<file path="src/rtl/pa_pkg.sv">
package pa_pkg;

    typedef enum logic [2:0] {
        CS_IDLE,
        CS_DESCEND,
        CS_SETTLE,
        CS_TEST,
        CS_ADVANCE,
        CS_PICK,
        CS_RETURN
    } ctrl_state_e;

    typedef enum logic {
        DS_IDLE,
        DS_WAIT
    } drv_state_e;

endpackage

</file>
<file path="src/rtl/pa_clk_sampler.sv">
module pa_clk_sampler #(
    parameter int unsigned TEST_CYCLES = 256,
    parameter bit          EXP_RISE    = 1'b1,
    parameter bit          EXP_FALL    = 1'b0,
    parameter bit          IN_REG      = 1'b1
) (
    input  logic clk,
    input  logic rst_n,
    input  logic start_i,
    input  logic rise_i,
    input  logic fall_i,
    output logic done_o,
    output logic pass_o,
    output logic fail_o
);
    localparam int unsigned CW = $clog2(TEST_CYCLES + 1);

    logic rise_s, fall_s;

    // optional capture stage standing for the edge-pair register output
    generate
        if (IN_REG) begin : g_cap
            logic rise_q, fall_q;
            always_ff @(posedge clk) begin
                if (!rst_n) begin
                    rise_q <= 1'b0;
                    fall_q <= 1'b0;
                end else begin
                    rise_q <= rise_i;
                    fall_q <= fall_i;
                end
            end
            assign rise_s = rise_q;
            assign fall_s = fall_q;
        end else begin : g_nocap
            assign rise_s = rise_i;
            assign fall_s = fall_i;
        end
    endgenerate

    typedef struct packed {
        logic          run;
        logic [CW-1:0] cnt;
        logic          bad;
        logic          done;
        logic          pass;
        logic          fail;
    } smp_t;

    smp_t s_d, s_q;
    logic mismatch;

    always_comb begin
        s_d      = s_q;
        s_d.done = 1'b0;
        mismatch = (rise_s != EXP_RISE) || (fall_s != EXP_FALL);
        if (start_i) begin
            s_d.run  = 1'b1;
            s_d.cnt  = CW'(TEST_CYCLES);
            s_d.bad  = 1'b0;
            s_d.pass = 1'b0;
            s_d.fail = 1'b0;
        end else if (s_q.run) begin
            if (s_q.cnt == CW'(1)) begin
                s_d.run  = 1'b0;
                s_d.done = 1'b1;
                s_d.pass = !(s_q.bad || mismatch);
                s_d.fail = s_q.bad || mismatch;
            end else begin
                s_d.bad = s_q.bad || mismatch;
                s_d.cnt = s_q.cnt - CW'(1);
            end
        end
    end

    always_ff @(posedge clk) begin
        if (!rst_n) s_q <= '0;
        else        s_q <= s_d;
    end

    assign done_o = s_q.done;
    assign pass_o = s_q.pass;
    assign fail_o = s_q.fail;
endmodule

</file>
<file path="src/rtl/pa_step_driver.sv">
module pa_step_driver (
    input  logic clk,
    input  logic rst_n,
    input  logic req_i,
    input  logic inc_i,
    output logic ack_o,
    output logic ps_en_o,
    output logic ps_inc_o,
    input  logic ps_done_i
);
    import pa_pkg::*;

    typedef struct packed {
        drv_state_e st;
        logic       en;
        logic       inc;
        logic       ack;
    } drv_t;

    drv_t r_d, r_q;

    always_comb begin
        r_d     = r_q;
        r_d.en  = 1'b0;
        r_d.ack = 1'b0;
        unique case (r_q.st)
            DS_IDLE: begin
                if (req_i) begin
                    r_d.en  = 1'b1;
                    r_d.inc = inc_i;
                    r_d.st  = DS_WAIT;
                end
            end
            DS_WAIT: begin
                if (ps_done_i) begin
                    r_d.ack = 1'b1;
                    r_d.st  = DS_IDLE;
                end
            end
            default: r_d.st = DS_IDLE;
        endcase
    end

    always_ff @(posedge clk) begin
        if (!rst_n) r_q <= '{st: DS_IDLE, en: 1'b0, inc: 1'b0, ack: 1'b0};
        else        r_q <= r_d;
    end

    assign ack_o    = r_q.ack;
    assign ps_en_o  = r_q.en;
    assign ps_inc_o = r_q.inc;
endmodule

</file>
<file path="src/rtl/pa_sweep_ctrl.sv">
module pa_sweep_ctrl #(
    parameter int unsigned STEPS         = 64,
    parameter int unsigned SETTLE_CYCLES = 4,
    localparam int unsigned IW           = $clog2(STEPS),
    localparam int unsigned LW           = IW + 1
) (
    input  logic          clk,
    input  logic          rst_n,
    input  logic          start_i,
    output logic          step_req_o,
    output logic          step_inc_o,
    input  logic          step_ack_i,
    output logic          test_start_o,
    input  logic          test_done_i,
    input  logic          test_pass_i,
    output logic          busy_o,
    output logic          done_o,
    output logic          success_o,
    output logic [IW-1:0] result_o
);
    import pa_pkg::*;

    localparam int unsigned SW        = $clog2(SETTLE_CYCLES + 1);
    localparam logic [IW-1:0] TOP_POS = IW'(STEPS - 1);
    localparam logic [IW-1:0] MID_POS = IW'(STEPS / 2);

    typedef struct packed {
        ctrl_state_e   st;
        logic [IW-1:0] pos;
        logic [IW-1:0] home;
        logic [LW-1:0] rem;
        logic [SW-1:0] settle;
        logic          wait_ack;
        logic [IW-1:0] cur_start;
        logic [LW-1:0] cur_len;
        logic [IW-1:0] best_start;
        logic [LW-1:0] best_len;
        logic [IW-1:0] target;
        logic          found;
        logic          busy;
        logic          done;
        logic          success;
        logic [IW-1:0] result;
    } ctl_t;

    ctl_t c_d, c_q;
    logic [LW-1:0] run_len;
    logic [IW-1:0] run_start;

    always_comb begin
        c_d          = c_q;
        step_req_o   = 1'b0;
        step_inc_o   = 1'b0;
        test_start_o = 1'b0;
        run_len      = c_q.cur_len + LW'(1);
        run_start    = (c_q.cur_len == '0) ? c_q.pos : c_q.cur_start;

        unique case (c_q.st)
            CS_IDLE: begin
                if (start_i) begin
                    c_d.st       = CS_DESCEND;
                    c_d.busy     = 1'b1;
                    c_d.done     = 1'b0;
                    c_d.success  = 1'b0;
                    c_d.home     = c_q.pos;
                    c_d.rem      = LW'(c_q.pos);
                    c_d.wait_ack = 1'b0;
                    c_d.cur_len  = '0;
                    c_d.best_len = '0;
                    c_d.cur_start  = '0;
                    c_d.best_start = '0;
                end
            end

            CS_DESCEND, CS_RETURN: begin
                if (c_q.rem == '0) begin
                    if (c_q.st == CS_DESCEND) begin
                        c_d.st     = CS_SETTLE;
                        c_d.settle = SW'(SETTLE_CYCLES);
                    end else begin
                        c_d.st      = CS_IDLE;
                        c_d.busy    = 1'b0;
                        c_d.done    = 1'b1;
                        c_d.success = c_q.found;
                        c_d.result  = c_q.pos;
                    end
                end else if (!c_q.wait_ack) begin
                    step_req_o   = 1'b1;
                    step_inc_o   = 1'b0;
                    c_d.wait_ack = 1'b1;
                end else if (step_ack_i) begin
                    c_d.wait_ack = 1'b0;
                    c_d.rem      = c_q.rem - LW'(1);
                    c_d.pos      = c_q.pos - IW'(1);
                end
            end

            CS_SETTLE: begin
                if (c_q.settle == '0) begin
                    test_start_o = 1'b1;
                    c_d.st       = CS_TEST;
                end else begin
                    c_d.settle = c_q.settle - SW'(1);
                end
            end

            CS_TEST: begin
                if (test_done_i) begin
                    if (test_pass_i) begin
                        c_d.cur_len   = run_len;
                        c_d.cur_start = run_start;
                        if (run_len > c_q.best_len) begin
                            c_d.best_len   = run_len;
                            c_d.best_start = run_start;
                        end
                    end else begin
                        c_d.cur_len = '0;
                    end
                    c_d.wait_ack = 1'b0;
                    c_d.st = (c_q.pos == TOP_POS) ? CS_PICK : CS_ADVANCE;
                end
            end

            CS_ADVANCE: begin
                if (!c_q.wait_ack) begin
                    step_req_o   = 1'b1;
                    step_inc_o   = 1'b1;
                    c_d.wait_ack = 1'b1;
                end else if (step_ack_i) begin
                    c_d.wait_ack = 1'b0;
                    c_d.pos      = c_q.pos + IW'(1);
                    c_d.settle   = SW'(SETTLE_CYCLES);
                    c_d.st       = CS_SETTLE;
                end
            end

            CS_PICK: begin
                if (c_q.best_len == '0) begin
                    c_d.found  = 1'b0;
                    c_d.target = c_q.home;
                end else begin
                    c_d.found  = 1'b1;
                    c_d.target = c_q.best_start
                               + IW'((c_q.best_len - LW'(1)) >> 1);
                end
                c_d.st       = CS_RETURN;
                c_d.wait_ack = 1'b0;
                c_d.rem      = LW'(c_q.pos) - LW'(c_d.target);
            end

            default: c_d.st = CS_IDLE;
        endcase
    end

    always_ff @(posedge clk) begin
        if (!rst_n) begin
            c_q     <= '0;
            c_q.st  <= CS_IDLE;
            c_q.pos <= MID_POS;
        end else begin
            c_q <= c_d;
        end
    end

    assign busy_o    = c_q.busy;
    assign done_o    = c_q.done;
    assign success_o = c_q.success;
    assign result_o  = c_q.result;
endmodule

</file>
<file path="src/rtl/phase_align_top.sv">
module phase_align_top #(
    parameter int unsigned STEPS         = 64,
    parameter int unsigned TEST_CYCLES   = 256,
    parameter int unsigned SETTLE_CYCLES = 4,
    localparam int unsigned IW           = $clog2(STEPS)
) (
    input  logic          clk,
    input  logic          rst_n,
    input  logic          start_i,
    input  logic          ddr_rise_i,
    input  logic          ddr_fall_i,
    output logic          ps_en_o,
    output logic          ps_inc_o,
    input  logic          ps_done_i,
    output logic          busy_o,
    output logic          done_o,
    output logic          success_o,
    output logic [IW-1:0] result_pos_o
);
    logic step_req, step_inc, step_ack;
    logic test_start, test_done, test_pass, test_fail;

    pa_sweep_ctrl #(
        .STEPS         (STEPS),
        .SETTLE_CYCLES (SETTLE_CYCLES)
    ) u_ctrl (
        .clk          (clk),
        .rst_n        (rst_n),
        .start_i      (start_i),
        .step_req_o   (step_req),
        .step_inc_o   (step_inc),
        .step_ack_i   (step_ack),
        .test_start_o (test_start),
        .test_done_i  (test_done),
        .test_pass_i  (test_pass),
        .busy_o       (busy_o),
        .done_o       (done_o),
        .success_o    (success_o),
        .result_o     (result_pos_o)
    );

    pa_step_driver u_drv (
        .clk       (clk),
        .rst_n     (rst_n),
        .req_i     (step_req),
        .inc_i     (step_inc),
        .ack_o     (step_ack),
        .ps_en_o   (ps_en_o),
        .ps_inc_o  (ps_inc_o),
        .ps_done_i (ps_done_i)
    );

    pa_clk_sampler #(
        .TEST_CYCLES (TEST_CYCLES),
        .EXP_RISE    (1'b1),
        .EXP_FALL    (1'b0),
        .IN_REG      (1'b1)
    ) u_smp (
        .clk     (clk),
        .rst_n   (rst_n),
        .start_i (test_start),
        .rise_i  (ddr_rise_i),
        .fall_i  (ddr_fall_i),
        .done_o  (test_done),
        .pass_o  (test_pass),
        .fail_o  (test_fail)
    );

    logic unused_fail;
    assign unused_fail = test_fail;
endmodule

</file>
<file path="config.mk">
export PLATFORM = sky130hd
export DESIGN_NAME = phase_align_top
export DESIGN_NICKNAME = d
export VERILOG_FILES = /design/src/rtl/pa_pkg.sv /design/src/rtl/pa_clk_sampler.sv /design/src/rtl/pa_step_driver.sv /design/src/rtl/pa_sweep_ctrl.sv /design/src/rtl/phase_align_top.sv
export SDC_FILE = /design/constraint.sdc
export NUM_CORES = 1
export LEC_CHECK = 0
export BUFFER_PORTS_ARGS = -buffer_cell sky130_fd_sc_hd__clkbuf_2
export CORE_AREA = 3 3 65 128
export CTS_CLUSTER_DIAMETER = 150
export DETAILED_ROUTE_END_ITERATION = 8
export DIE_AREA = 0 0 68 131
export PLACE_DENSITY = 0.85
export SYNTH_ARGS = -nofsm -noshare
export SYNTH_HDL_FRONTEND = slang
export SYNTH_SLANG_ARGS = --single-unit
</file>
<file path="constraint.sdc">
create_clock -name clk -period 6.38 [get_ports clk]
set_clock_uncertainty 0.1 [all_clocks]
set_input_delay 1.914 -clock clk [delete_from_list [all_inputs] [get_ports clk]]
set_output_delay 1.914 -clock clk [all_outputs]
set_load 0.01 [all_outputs]
</file>
==> reports/qor.csv <==
stage,metric,value,unit
floorplan,die width,68,µm
routing,final WL,12.02,mm
min_path,Hold Path Class,reg -> reg,
synthesis,number of unique standard cell types used by synthesis,72,
final_layout,area delta synth->final,6.894,%
sta,# setup viols final,0,
final_layout,largest reg by FF count,u_ctrl.c_q,
final_layout,max FFs per register,53,
sta,Slew Limit Fails,0,
setup_path,critical path arrival,3810,ps
final_layout,ANT cells,0,
synthesis,main area contributors after synthesis,"dfxtp_1 (33%), ha_1 (8.4%), mux2i_1 (7.1%)",
setup_path,worst-path maximum fanout,27,
global_routing,global-route wire length before repair,19.81,mm
clock_tree,H-tree levels,3,
routing,number of vias per cell,6.297,
global_routing,largest net degree at the start of global routing,33,
routing,Initial DRT Pass Iterations,5,
global_routing,met1 Track Usage GR,0.3305,
floorplan,core area,7545,µm²
clock_tree,Num CTS Buffers,9,
synthesis,top cell type by total area after synthesis,dfxtp_1,
synthesis,Mapped Area,4918,µm²
synthesis,Synth async-reset ratio,0,
flow_run,max_cap viols,0,
place,Setup Slack @ Placement,2493,ps
global_routing,busiest grt layer,met2,
synthesis,Post-synth top flop,dfxtp_1,
clock_tree,Clock Path Buffers,2,
routing,Residual DRC,0,
power,worst vdd ir,225.6,µV
global_routing,grt ovf,0,
sta,max_slew headroom,0.3992,
sta,Highest Clock Rate,273.4,MHz
clock_tree,TritonCTS clock tree,built,
floorplan,full die area,8908,µm²
clock_tree,post-CTS setup buffers,0,
setup_path,max incr delay on CP,720,ps
synthesis,Yosys top cell area share,0.3297,
synthesis,sequential area share after synthesis,0.3297,
setup_path,critical path cell sequence,clkbuf_2 > inv_1 > nor3_1 > nand2_1 > mux2i_1,
sta,Period minus WS final,3657,ps
sta,hold_ws,367.9,ps
sta,Worst Slack Setup Final,2723,ps
setup_path,Setup Crit Path Kind,in -> reg,
synthesis,"EDFF count, synth",0,
sta,unrepaired setup endpoints after global routing,no,
global_routing,met2 usage,0.5028,
synthesis,yosys warns,0,
clock_tree,"CTS clk-pin slew, worst paths",60,ps
power,Power Density,298.1,nW/µm²
sta,actual slew at the worst max-slew pin,899.9,ps
clock_tree,root buffer cell,clkbuf_16,
global_routing,initial antenna violation count,0,
setup_path,CP max stage cell,nor3_1,
sta,period utilisation layout,0.5733,
global_routing,vias in the first global route,4232,
floorplan,Ports,17,
synthesis,Synth top cells by count,"dfxtp_1 (81), nor2_1 (62), nand2_1 (43)",
setup_path,Critical Path End Type,flip-flop,
clock_tree,Skew-Pair Late Insertion Delay,330,ps
sta,setup TNS,0,ps
synthesis,"count leader, synth",dfxtp_1,
setup_path,crit path launch type,primary input,
place,GPL Wtd Cong,1.040,
routing,antenna-violating nets left,0,
place,IO Port Bufs,16,
final_layout,share of cells above drive strength 1,0.1098,
global_routing,met3 Use GR,0.04192,
synthesis,post-synthesis cell count,577,
run_status,status,completed,
synthesis,synthesized area per cell,8.524,µm²
routing,1st-iter DRT viols,270,
clock_tree,post-cts resize count,0,
floorplan,Die Y,131,µm
clock_tree,clk sinks,81,
floorplan,Placement Rows,45,
setup_path,Crit path required time,6530,ps
clock_tree,hold buffer count at cts,0,
global_routing,overall routing resource usage,0.2920,
routing,wire length per cell after detailed routing,17.76,µm
final_layout,Final Net Count,620,
power,Final Power,1.568,mW
place,post-DP HPWL,8.919,mm
sta,final hold viol count,0,
synthesis,Synth Register Bits,81,
synthesis,Synthesized Nets,619,
power,Leak,2.087,nW
floorplan,Initial Util,0.6519,
routing,via count,4263,
[cell type report]
type	instances	area [µm²]
multi-input cells	438	3043
inverters	29	108.9
fillers	627	2287
well taps	94	117.6
repair buffers	19	102.6
flip-flops and latches	81	1622
clock inverters	6	35.03
clock buffers	10	229.0
[power by group]
group          switching (mW)  total [mW]  internal [mW]  leakage [nW]
sequential             0.0522       0.605          0.553         0.655
combinational           0.307       0.500          0.193          1.30
clock                   0.202       0.463          0.261         0.128
total                   0.561        1.57           1.01          2.09
[final timing paths]
| path | depth (start not counted) | endpoint | startpoint | slack, ps |
|---|---|---|---|---|
| setup / recovery | 5 | u_ctrl.c_q[17] | rst_n | 2720 |
| hold / removal | 2 | u_ctrl.c_q[44] | u_ctrl.c_q[44] | 370 |
| setup reg to reg | 7 | u_ctrl.c_q[64] | u_ctrl.c_q[67] | 2740 |
| hold reg to reg | 2 | u_ctrl.c_q[44] | u_ctrl.c_q[44] | 370 |
[critical path, delay by kind of cell]
family / cells / cell delay (ps)
buffers and inverters: 2 / 800
multiplexers: 1 / 200
AND/OR/NAND/NOR: 2 / 890
[layer usage]
metal	share of wire	routed length, µm
met1	0.37	4479
met2	0.54	6540
met4	0.049	592
met5	0	0
met3	0.034	411
[cells by family (layout without fill, tap and decap cells)]
group	Yosys count	in the layout	synth area share
adder cells (fa/ha/maj)	36	36	0.09616
AND/OR/NAND/NOR	206	206	0.2124
AO/OA/AOI/OAI	125	125	0.1702
flip-flops	81	81	0.3297
buffers and inverters	58	64	0.05164
multiplexers	44	44	0.09184
XOR/XNOR	27	27	0.04808
[metrics by stage]
step / cells / util / area (µm²)
finish: 677 / 0.6968 / 5258
global route: 677 / 0.6968 / 5258
floorplan: 577 / - / 4918
detailed placement: 661 / 0.6619 / 4994
CTS: 677 / 0.6968 / 5258
global placement: 661 / 0.6619 / 4994
[layout by cell type, fill, tap and decap left out, types with 4 or more instances in the layout]
cell and n:
clkbuf_2 16, mux2_2 9, and2_1 5, nand3_1 26, nor2_1 62, inv_1 29
xnor2_1 19, and3_1 10, o21ai_0 18, mux2i_1 35, clkbuf_16 9, clkinv_2 4
nor4_1 4, xor2_1 8, a211oi_1 8, a21o_1 6, nand2_1 43, nor3_1 5
a31oi_1 5, o211ai_1 4, nand2b_1 17, dfxtp_1 81, o22ai_1 7, nand4_1 6
ha_1 33, a21oi_1 40
No activity file was read; power rests on OpenSTA's default activity.
